$ cat src/rtl/cclk_pkg.sv
package cclk_pkg;
    localparam int CMD_W            = 32;
    localparam int STAT_W           = 16;
    localparam int CMD_START_BIT    = 31;
    localparam int CMD_HOLD_BIT     = 29;
    localparam int CMD_CLKONLY_BIT  = 21;
    localparam int CMD_WAITDATA_BIT = 13;
    localparam int STAT_BUSY_BIT    = 9;
endpackage

$ cat src/rtl/cclk_cmd_ctrl.sv
module cclk_cmd_ctrl
    import cclk_pkg::*;
#(
    parameter int DIV_W     = 8,
    parameter int SRC_W     = 2,
    parameter int NUM_CARDS = 2
) (
    input  logic                 clk,
    input  logic                 rst_n,
    input  logic                 div_wr,
    input  logic [DIV_W-1:0]     div_wdata,
    input  logic                 src_wr,
    input  logic [SRC_W-1:0]     src_wdata,
    input  logic                 en_wr,
    input  logic [NUM_CARDS-1:0] en_wdata,
    input  logic                 cmd_wr,
    input  logic [CMD_W-1:0]     cmd_wdata,
    input  logic                 data_active,
    output logic                 start_pending,
    output logic                 busy,
    output logic                 hold_sel,
    output logic [DIV_W-1:0]     live_div,
    output logic [SRC_W-1:0]     live_src,
    output logic [NUM_CARDS-1:0] live_en,
    output logic                 restart
);
    typedef struct packed {
        logic [DIV_W-1:0]     sh_div;
        logic [SRC_W-1:0]     sh_src;
        logic [NUM_CARDS-1:0] sh_en;
        logic [DIV_W-1:0]     lv_div;
        logic [SRC_W-1:0]     lv_src;
        logic [NUM_CARDS-1:0] lv_en;
        logic                 pending;
        logic                 wait_data;
        logic                 hold_req;
        logic                 hold;
        logic                 busy;
        logic                 restart;
    } ctrl_t;

    ctrl_t ctrl_d, ctrl_q;
    logic  accept;
    logic  cmd_req;
    logic  cmd_unused;

    // Only a few bits of the command word matter; the rest are reduced away.
    assign cmd_unused = ^cmd_wdata;

    always_comb begin
        ctrl_d  = ctrl_q;
        cmd_req = cmd_wr && cmd_wdata[CMD_START_BIT] && cmd_wdata[CMD_CLKONLY_BIT];
        accept  = ctrl_q.pending && (!ctrl_q.wait_data || !ctrl_q.busy);

        ctrl_d.busy    = data_active;
        ctrl_d.restart = accept;

        if (div_wr) ctrl_d.sh_div = div_wdata;
        if (src_wr) ctrl_d.sh_src = src_wdata;
        if (en_wr)  ctrl_d.sh_en  = en_wdata;

        if (accept) begin
            // Copy from the registered shadows, so a write in this cycle waits.
            ctrl_d.lv_div  = ctrl_q.sh_div;
            ctrl_d.lv_src  = ctrl_q.sh_src;
            ctrl_d.lv_en   = ctrl_q.sh_en;
            ctrl_d.hold    = ctrl_q.hold_req;
            ctrl_d.pending = 1'b0;
        end else if (!ctrl_q.pending && cmd_req) begin
            ctrl_d.pending   = 1'b1;
            ctrl_d.wait_data = cmd_wdata[CMD_WAITDATA_BIT];
            ctrl_d.hold_req  = cmd_wdata[CMD_HOLD_BIT];
        end
    end

    always_ff @(posedge clk) begin
        if (!rst_n) ctrl_q <= '0;
        else        ctrl_q <= ctrl_d;
    end

    assign start_pending = ctrl_q.pending;
    assign busy          = ctrl_q.busy;
    assign hold_sel      = ctrl_q.hold;
    assign live_div      = ctrl_q.lv_div;
    assign live_src      = ctrl_q.lv_src;
    assign live_en       = ctrl_q.lv_en;
    assign restart       = ctrl_q.restart;

    // a request without the wait flag is taken one cycle after it is seen.
    assert_nowait_takes_R3: assert property (@(posedge clk) disable iff (!rst_n)
        (ctrl_q.pending && !ctrl_q.wait_data) |=> !ctrl_q.pending);

    // a waiting request stays pending while the data path is busy.
    assert_wait_holds_R4: assert property (@(posedge clk) disable iff (!rst_n)
        (ctrl_q.pending && ctrl_q.wait_data && ctrl_q.busy) |=> ctrl_q.pending);

    // the live settings move only on acceptance.
    assert_live_stable_R2: assert property (@(posedge clk) disable iff (!rst_n)
        !accept |=> ($stable(ctrl_q.lv_div) && $stable(ctrl_q.lv_src) && $stable(ctrl_q.lv_en)));

    // the hold select moves only on acceptance.
    assert_hold_stable_R8: assert property (@(posedge clk) disable iff (!rst_n)
        !accept |=> $stable(ctrl_q.hold));
endmodule

$ cat src/rtl/cclk_divider.sv
module cclk_divider #(
    parameter int DIV_W   = 8,
    parameter int NUM_SRC = 4,
    parameter int SRC_W   = 2
) (
    input  logic               clk,
    input  logic               rst_n,
    input  logic [NUM_SRC-1:0] src_tick,
    input  logic [SRC_W-1:0]   sel,
    input  logic [DIV_W-1:0]   div,
    input  logic               restart,
    output logic               cclk
);
    localparam int               CNT_W   = DIV_W + 1;
    localparam logic [SRC_W:0]   SRC_CNT = (SRC_W + 1)'(NUM_SRC);

    typedef struct packed {
        logic [CNT_W-1:0] cnt;
        logic             cclk;
    } div_t;

    div_t             div_d, div_q;
    logic             tick;
    logic [CNT_W-1:0] limit;

    always_comb begin
        div_d = div_q;
        tick  = ({1'b0, sel} < SRC_CNT) ? src_tick[sel] : 1'b0;
        // Half period in source ticks: 1 for a zero divider, else twice the divider.
        limit = (div == '0) ? CNT_W'(1) : {div, 1'b0};
        if (restart) begin
            div_d.cnt = '0;
        end else if (tick) begin
            if (div_q.cnt >= limit - 1'b1) begin
                div_d.cnt  = '0;
                div_d.cclk = ~div_q.cclk;
            end else begin
                div_d.cnt = div_q.cnt + 1'b1;
            end
        end
    end

    always_ff @(posedge clk) begin
        if (!rst_n) div_q <= '0;
        else        div_q <= div_d;
    end

    assign cclk = div_q.cclk;

    // without a tick of the selected source the card clock holds.
    assert_tick_only_R10: assert property (@(posedge clk) disable iff (!rst_n)
        !tick |=> $stable(div_q.cclk));

    // a restart clears the tick count and leaves the clock level alone.
    assert_restart_R9: assert property (@(posedge clk) disable iff (!rst_n)
        restart |=> (div_q.cnt == '0) && $stable(div_q.cclk));
endmodule

$ cat src/rtl/cclk_gate.sv
module cclk_gate #(
    parameter int NUM_CARDS = 2
) (
    input  logic                 clk,
    input  logic                 rst_n,
    input  logic                 cclk,
    input  logic [NUM_CARDS-1:0] en,
    output logic [NUM_CARDS-1:0] cclk_out
);
    logic [NUM_CARDS-1:0] gate_d, gate_q;

    // Gates follow their enables only in the low phase of the card clock.
    always_comb begin
        gate_d = cclk ? gate_q : en;
    end

    always_ff @(posedge clk) begin
        if (!rst_n) gate_q <= '0;
        else        gate_q <= gate_d;
    end

    for (genvar g = 0; g < NUM_CARDS; g++) begin : g_card
        assign cclk_out[g] = cclk & gate_q[g];

        // a gate edge never lands inside a high phase.
        assert_gate_low_R11: assert property (@(posedge clk) disable iff (!rst_n)
            !$stable(gate_q[g]) |-> !$past(cclk));
    end
endmodule

$ cat src/rtl/cclk_update_ctrl.sv
module cclk_update_ctrl
    import cclk_pkg::*;
#(
    parameter int NUM_SRC   = 4,
    parameter int DIV_W     = 8,
    parameter int NUM_CARDS = 2
) (
    input  logic                       clk,
    input  logic                       rst_n,
    input  logic [NUM_SRC-1:0]         src_tick,
    input  logic                       div_wr,
    input  logic [DIV_W-1:0]           div_wdata,
    input  logic                       src_wr,
    input  logic [$clog2(NUM_SRC)-1:0] src_wdata,
    input  logic                       en_wr,
    input  logic [NUM_CARDS-1:0]       en_wdata,
    input  logic                       cmd_wr,
    input  logic [31:0]                cmd_wdata,
    input  logic                       data_active,
    output logic                       cmd_start_o,
    output logic [15:0]                status_o,
    output logic                       hold_sel_o,
    output logic [NUM_CARDS-1:0]       cclk_out
);
    localparam int SRC_W = $clog2(NUM_SRC);

    logic                 busy;
    logic                 restart;
    logic                 cclk;
    logic [DIV_W-1:0]     live_div;
    logic [SRC_W-1:0]     live_src;
    logic [NUM_CARDS-1:0] live_en;

    cclk_cmd_ctrl #(
        .DIV_W     (DIV_W),
        .SRC_W     (SRC_W),
        .NUM_CARDS (NUM_CARDS)
    ) u_ctrl (
        .clk           (clk),
        .rst_n         (rst_n),
        .div_wr        (div_wr),
        .div_wdata     (div_wdata),
        .src_wr        (src_wr),
        .src_wdata     (src_wdata),
        .en_wr         (en_wr),
        .en_wdata      (en_wdata),
        .cmd_wr        (cmd_wr),
        .cmd_wdata     (cmd_wdata),
        .data_active   (data_active),
        .start_pending (cmd_start_o),
        .busy          (busy),
        .hold_sel      (hold_sel_o),
        .live_div      (live_div),
        .live_src      (live_src),
        .live_en       (live_en),
        .restart       (restart)
    );

    cclk_divider #(
        .DIV_W   (DIV_W),
        .NUM_SRC (NUM_SRC),
        .SRC_W   (SRC_W)
    ) u_div (
        .clk      (clk),
        .rst_n    (rst_n),
        .src_tick (src_tick),
        .sel      (live_src),
        .div      (live_div),
        .restart  (restart),
        .cclk     (cclk)
    );

    cclk_gate #(
        .NUM_CARDS (NUM_CARDS)
    ) u_gate (
        .clk      (clk),
        .rst_n    (rst_n),
        .cclk     (cclk),
        .en       (live_en),
        .cclk_out (cclk_out)
    );

    always_comb begin
        status_o                = '0;
        status_o[STAT_BUSY_BIT] = busy;
    end

    // the busy status trails the data path by one cycle.
    assert_busy_delay_R5: assert property (@(posedge clk) disable iff (!rst_n)
        1'b1 |=> (status_o[STAT_BUSY_BIT] == $past(data_active)));
endmodule

$ cat config.mk
export PLATFORM = sky130hd
export DESIGN_NAME = cclk_update_ctrl
export DESIGN_NICKNAME = d
export VERILOG_FILES = /design/src/rtl/cclk_pkg.sv /design/src/rtl/cclk_cmd_ctrl.sv /design/src/rtl/cclk_divider.sv /design/src/rtl/cclk_gate.sv /design/src/rtl/cclk_update_ctrl.sv
export SDC_FILE = /design/constraint.sdc
export NUM_CORES = 1
export LEC_CHECK = 0
export ABC_AREA = 1
export ABC_CLOCK_PERIOD_IN_PS = 5900
export BUFFER_PORTS_ARGS = -buffer_cell sky130_fd_sc_hd__buf_2
export CORE_MARGIN = 4
export CORE_UTILIZATION = 48
export DETAILED_ROUTE_END_ITERATION = 10
export HOLD_SLACK_MARGIN = 0.12
export PLACE_DENSITY_LB_ADDON = 0.15
export SLEW_MARGIN = 40
export SYNTH_ARGS = -nofsm -noshare
export SYNTH_HDL_FRONTEND = slang
export SYNTH_HIERARCHICAL = 1
export SYNTH_SLANG_ARGS = --single-unit
export TNS_END_PERCENT = 10
$ cat constraint.sdc
create_clock -name clk -period 5.9 [get_ports clk]
set_input_delay 1.18 -clock clk [delete_from_list [all_inputs] [get_ports clk]]
set_output_delay 1.18 -clock clk [all_outputs]
set_load 0.01 [all_outputs]
==> results.sh <==
export IMPL_synth_warnings=6
export IMPL_fmax_ghz=0.474
export IMPL_hold_viol=0
export IMPL_r2r_start="u_ctrl/live_div[2]$_SDFFE_PN0P_"
export IMPL_yosysTopAreaCell="dfxtp_1"
export IMPL_fin_crit_ps=2110
export IMPL_die_area_sq_mm=0.00597
export IMPL_h_tree_depth=2
export IMPL_critPathLaunchType="flop"
export IMPL_worst_pin_slew_ps=521
export IMPL_cp_arrival_ps=930
export IMPL_max_cap_violations=0
export IMPL_numCtsBuffers=5
export IMPL_grt_use_met3_pct=3.51
export IMPL_setup_tns_final_ps=0
export IMPL_reg2regPathDepth=13
export IMPL_hold_class="reg -> reg"
export IMPL_min_period_over_period_pct=35.8
export IMPL_drive_gt1_share_pct=20.7
export IMPL_cp_max_fo=5
export IMPL_r2r_slack_ps=3820
export IMPL_die_w_um=77.3
export IMPL_ant_nets=0
export IMPL_wirelength_um=3600
export IMPL_rsz0062_at_grt="no"
export IMPL_cp_slowest_stage_delay_ps=400
export IMPL_ys_seq_elements=42
export IMPL_setup_viol=0
export IMPL_gp_congestion=0.820
export IMPL_reg2reg_to="u_div/div_q[9]$_SDFFE_PP0P_"
export IMPL_criticalPathCategory="reg -> out"
export IMPL_crit_start="u_div/cclk$_SDFFE_PN0P_"
export IMPL_num_antenna_cells=0
export IMPL_synth_area_leaders="dfxtp_1 (37%), buf_4 (9.8%), nand2_1 (8.2%)"
export IMPL_nNetsFinal=392
export IMPL_netlist_area_sq_mm=0.00230
export IMPL_slew_headroom_pct=65.3
export IMPL_grt_use_met2_pct=20.2
export IMPL_antenna_found_initial=0
export IMPL_dr_first_iter_drc_count=44
export IMPL_cts_tree="built"
export IMPL_clkSinkCount=42
export IMPL_detail_route_vias_per_cell=4.53
export IMPL_core_area_sq_mm=0.00450
export IMPL_vias=1723
export IMPL_cp_num_buf_inv=2
export IMPL_pre_cts_slack_ps=3530
export IMPL_grt_overflow=0
export IMPL_whs_path_depth=2
export IMPL_post_cts_resized=0
export IMPL_synth_seq_area_share_pct=36.5
export IMPL_cp_slowest_cell="dfxtp_1"
export IMPL_required_ps=4720
export IMPL_crit_chain="nand2_1, inv_1, buf_2"
export IMPL_syn_inst=308
export IMPL_drv_slew=0
export IMPL_grt_usage_pct=13.3
export IMPL_grt_pass1_wl_um=6620
export IMPL_skew_ps=5.43
export IMPL_synth_top_area_share_pct=36.5
export IMPL_min_to="u_ctrl/hold_sel$_SDFFE_PN0P_"
export IMPL_dp_hpwl_um=2760
export IMPL_die_h_um=77.3
export IMPL_root_buffer="clkbuf_8"
export IMPL_status="completed"
export IMPL_vdd_drop_max_mv=0.189
export IMPL_grt_start_max_net_pins=34
export IMPL_timing_hold_ws_ps=455
export IMPL_hp_start="u_ctrl/ctrl_q[3]$_SDFFE_PN0P_"
export IMPL_core_rowCount=24
export IMPL_avgSynthCellArea_sq_um=7.47
export IMPL_clock_latency_ps=280
export IMPL_clkSlewWorstSetupHoldPaths_ps=80
export IMPL_start_util_pct=51.1
export IMPL_fin_ws_ps=3790
export IMPL_area_growth_pct=5.54
export IMPL_grt_pass1_vias=1576
export IMPL_drc_errors=0
export IMPL_portBuffers=31
export IMPL_endpoint_kind="output port"
export IMPL_boundaryPins=75
export IMPL_use_met1_pct=18.1
export IMPL_p_leak_nw=1.22
export IMPL_post_cts_buffers=0
export IMPL_synth_cell_types=26
export IMPL_grt_busiest_layer="met2"
export IMPL_clk_path_buf_depth=2
export IMPL_powerDensity_mw_per_mm2=253
export IMPL_post_drt_wl_per_cell_um=9.46
export IMPL_ctsHoldBuffers=0
export IMPL_firstDrtPassIters=4
export IMPL_crit_family="flip-flops"
cell usage in the layout, fill, tap and decap left out:
cell,Yosys,final
nand2_4,3,3
conb_1,1,15
mux2i_1,1,1
o21ai_0,15,15
nand3_1,24,24
nand3_2,2,2
xor2_1,4,4
bufinv_16,0,1
nor2_1,50,50
nand2_1,50,50
inv_1,33,33
nor2_4,2,2
clkbuf_1,0,1
a21boi_0,1,1
clkinvlp_4,0,1
nand2_2,20,20
o21a_1,1,1
ha_1,10,10
xnor2_1,2,2
clkbuf_8,0,5
a21oi_2,1,1
dfxtp_1,42,42
nand4_1,2,2
o22ai_1,1,1
nor2_8,1,1
buf_2,2,31
a21oi_1,8,8
nor3_4,1,1
how the worst max path moves through the flow:
stage	cells past startpoint	slack, ps	end
2_1_floorplan	14	3910	u_div/div_q[2]$_SDFFE_PP0P_
3_3_place_gp	5	3550	u_ctrl/live_div[4]$_SDFFE_PN0P_
3_5_place_dp	5	3530	u_ctrl/live_div[4]$_SDFFE_PN0P_
4_1_cts	3	3770	cclk_out[1]
5_1_grt	14	3520	u_div/div_q[9]$_SDFFE_PP0P_
6_report	3	3790	cclk_out[1]
kinds of logic (layout without fill, tap and decap cells):
family	Yosys count	in the layout	synth area share, %
AOI/OAI and AO/OA	27	27	6.30
xor gates and xnor gates	6	6	2.28
adders and majority gates	10	10	5.43
buffers and inverters	66	72	16.5
DFF	42	42	36.5
muxes	1	1	0.435
other	1	15	0.163
and+or+nand+nor	155	155	32.4
worst register-to-register path, delay by kind of cell (launching register included):
family | cells | cell delay (ps)
simple gates | 8 | 840
compound gates | 2 | 350
flops | 1 | 340
fa+ha+maj | 1 | 260
xor+xnor | 1 | 140
buf+inv | 1 | 50
per-layer routing:
| layer | wire length [um] | share of wire (%) |
|---|---|---|
| met1 | 1820 | 51 |
| met2 | 1590 | 44 |
| met3 | 175 | 4.9 |
| met5 | 0 | 0 |
| met4 | 10 | 0.28 |
cell usage after synthesis (all sizes together):
library cell	instances
inv	33
mux2i	1
o22ai	1
a21boi	1
ha	10
xnor2	2
nand3	26
nand2	73
conb	1
buf	33
o21a	1
nor2	53
dfxtp	42
nor3	1
xor2	4
o21ai	15
nand4	2
a21oi	9
report_power, final:
group / switching (mW) / internal [mW] / leakage (nW) / total [mW]
Clock: 0.0932 / 0.126 / 0.0514 / 0.219
Sequential: 0.0105 / 0.297 / 0.343 / 0.307
Combinational: 0.0552 / 0.0331 / 0.826 / 0.0883
Total: 0.159 / 0.456 / 1.22 / 0.615
state kept, by name, indices dropped and copies added (netlist names):
name	count
u_ctrl/restart	1
u_ctrl/start_pending	1
u_div/cclk	1
u_div/div_q	9
u_ctrl/ctrl_q	14
u_ctrl/live_div	8
u_ctrl/live_en	2
u_ctrl/live_src	2
u_ctrl/hold_sel	1
u_gate/gate_q	2
u_ctrl/busy	1
area by class of cell:
class	count	area [sq um]
tap	52	65.1
multi-input combinational	214	1130
clock buffer	6	72.6
clock inverter	2	37.5
timing repair buffer	31	155
inverter	33	124
fill	445	2070
sequential	42	841
through the flow:
stage | instance area [sq um] | utilization (%) | total power, mW | instances
after floorplan | 2350 | - | 0.391 | 322
after global placement | 2320 | 51.5 | 0.401 | 372
after detailed placement | 2320 | 51.5 | 0.403 | 372
after CTS | 2430 | 53.9 | 0.626 | 380
after global routing | 2430 | 53.9 | 0.657 | 380
final | 2430 | 53.9 | 0.615 | 380
No activity file was read; power rests on OpenSTA's default activity.
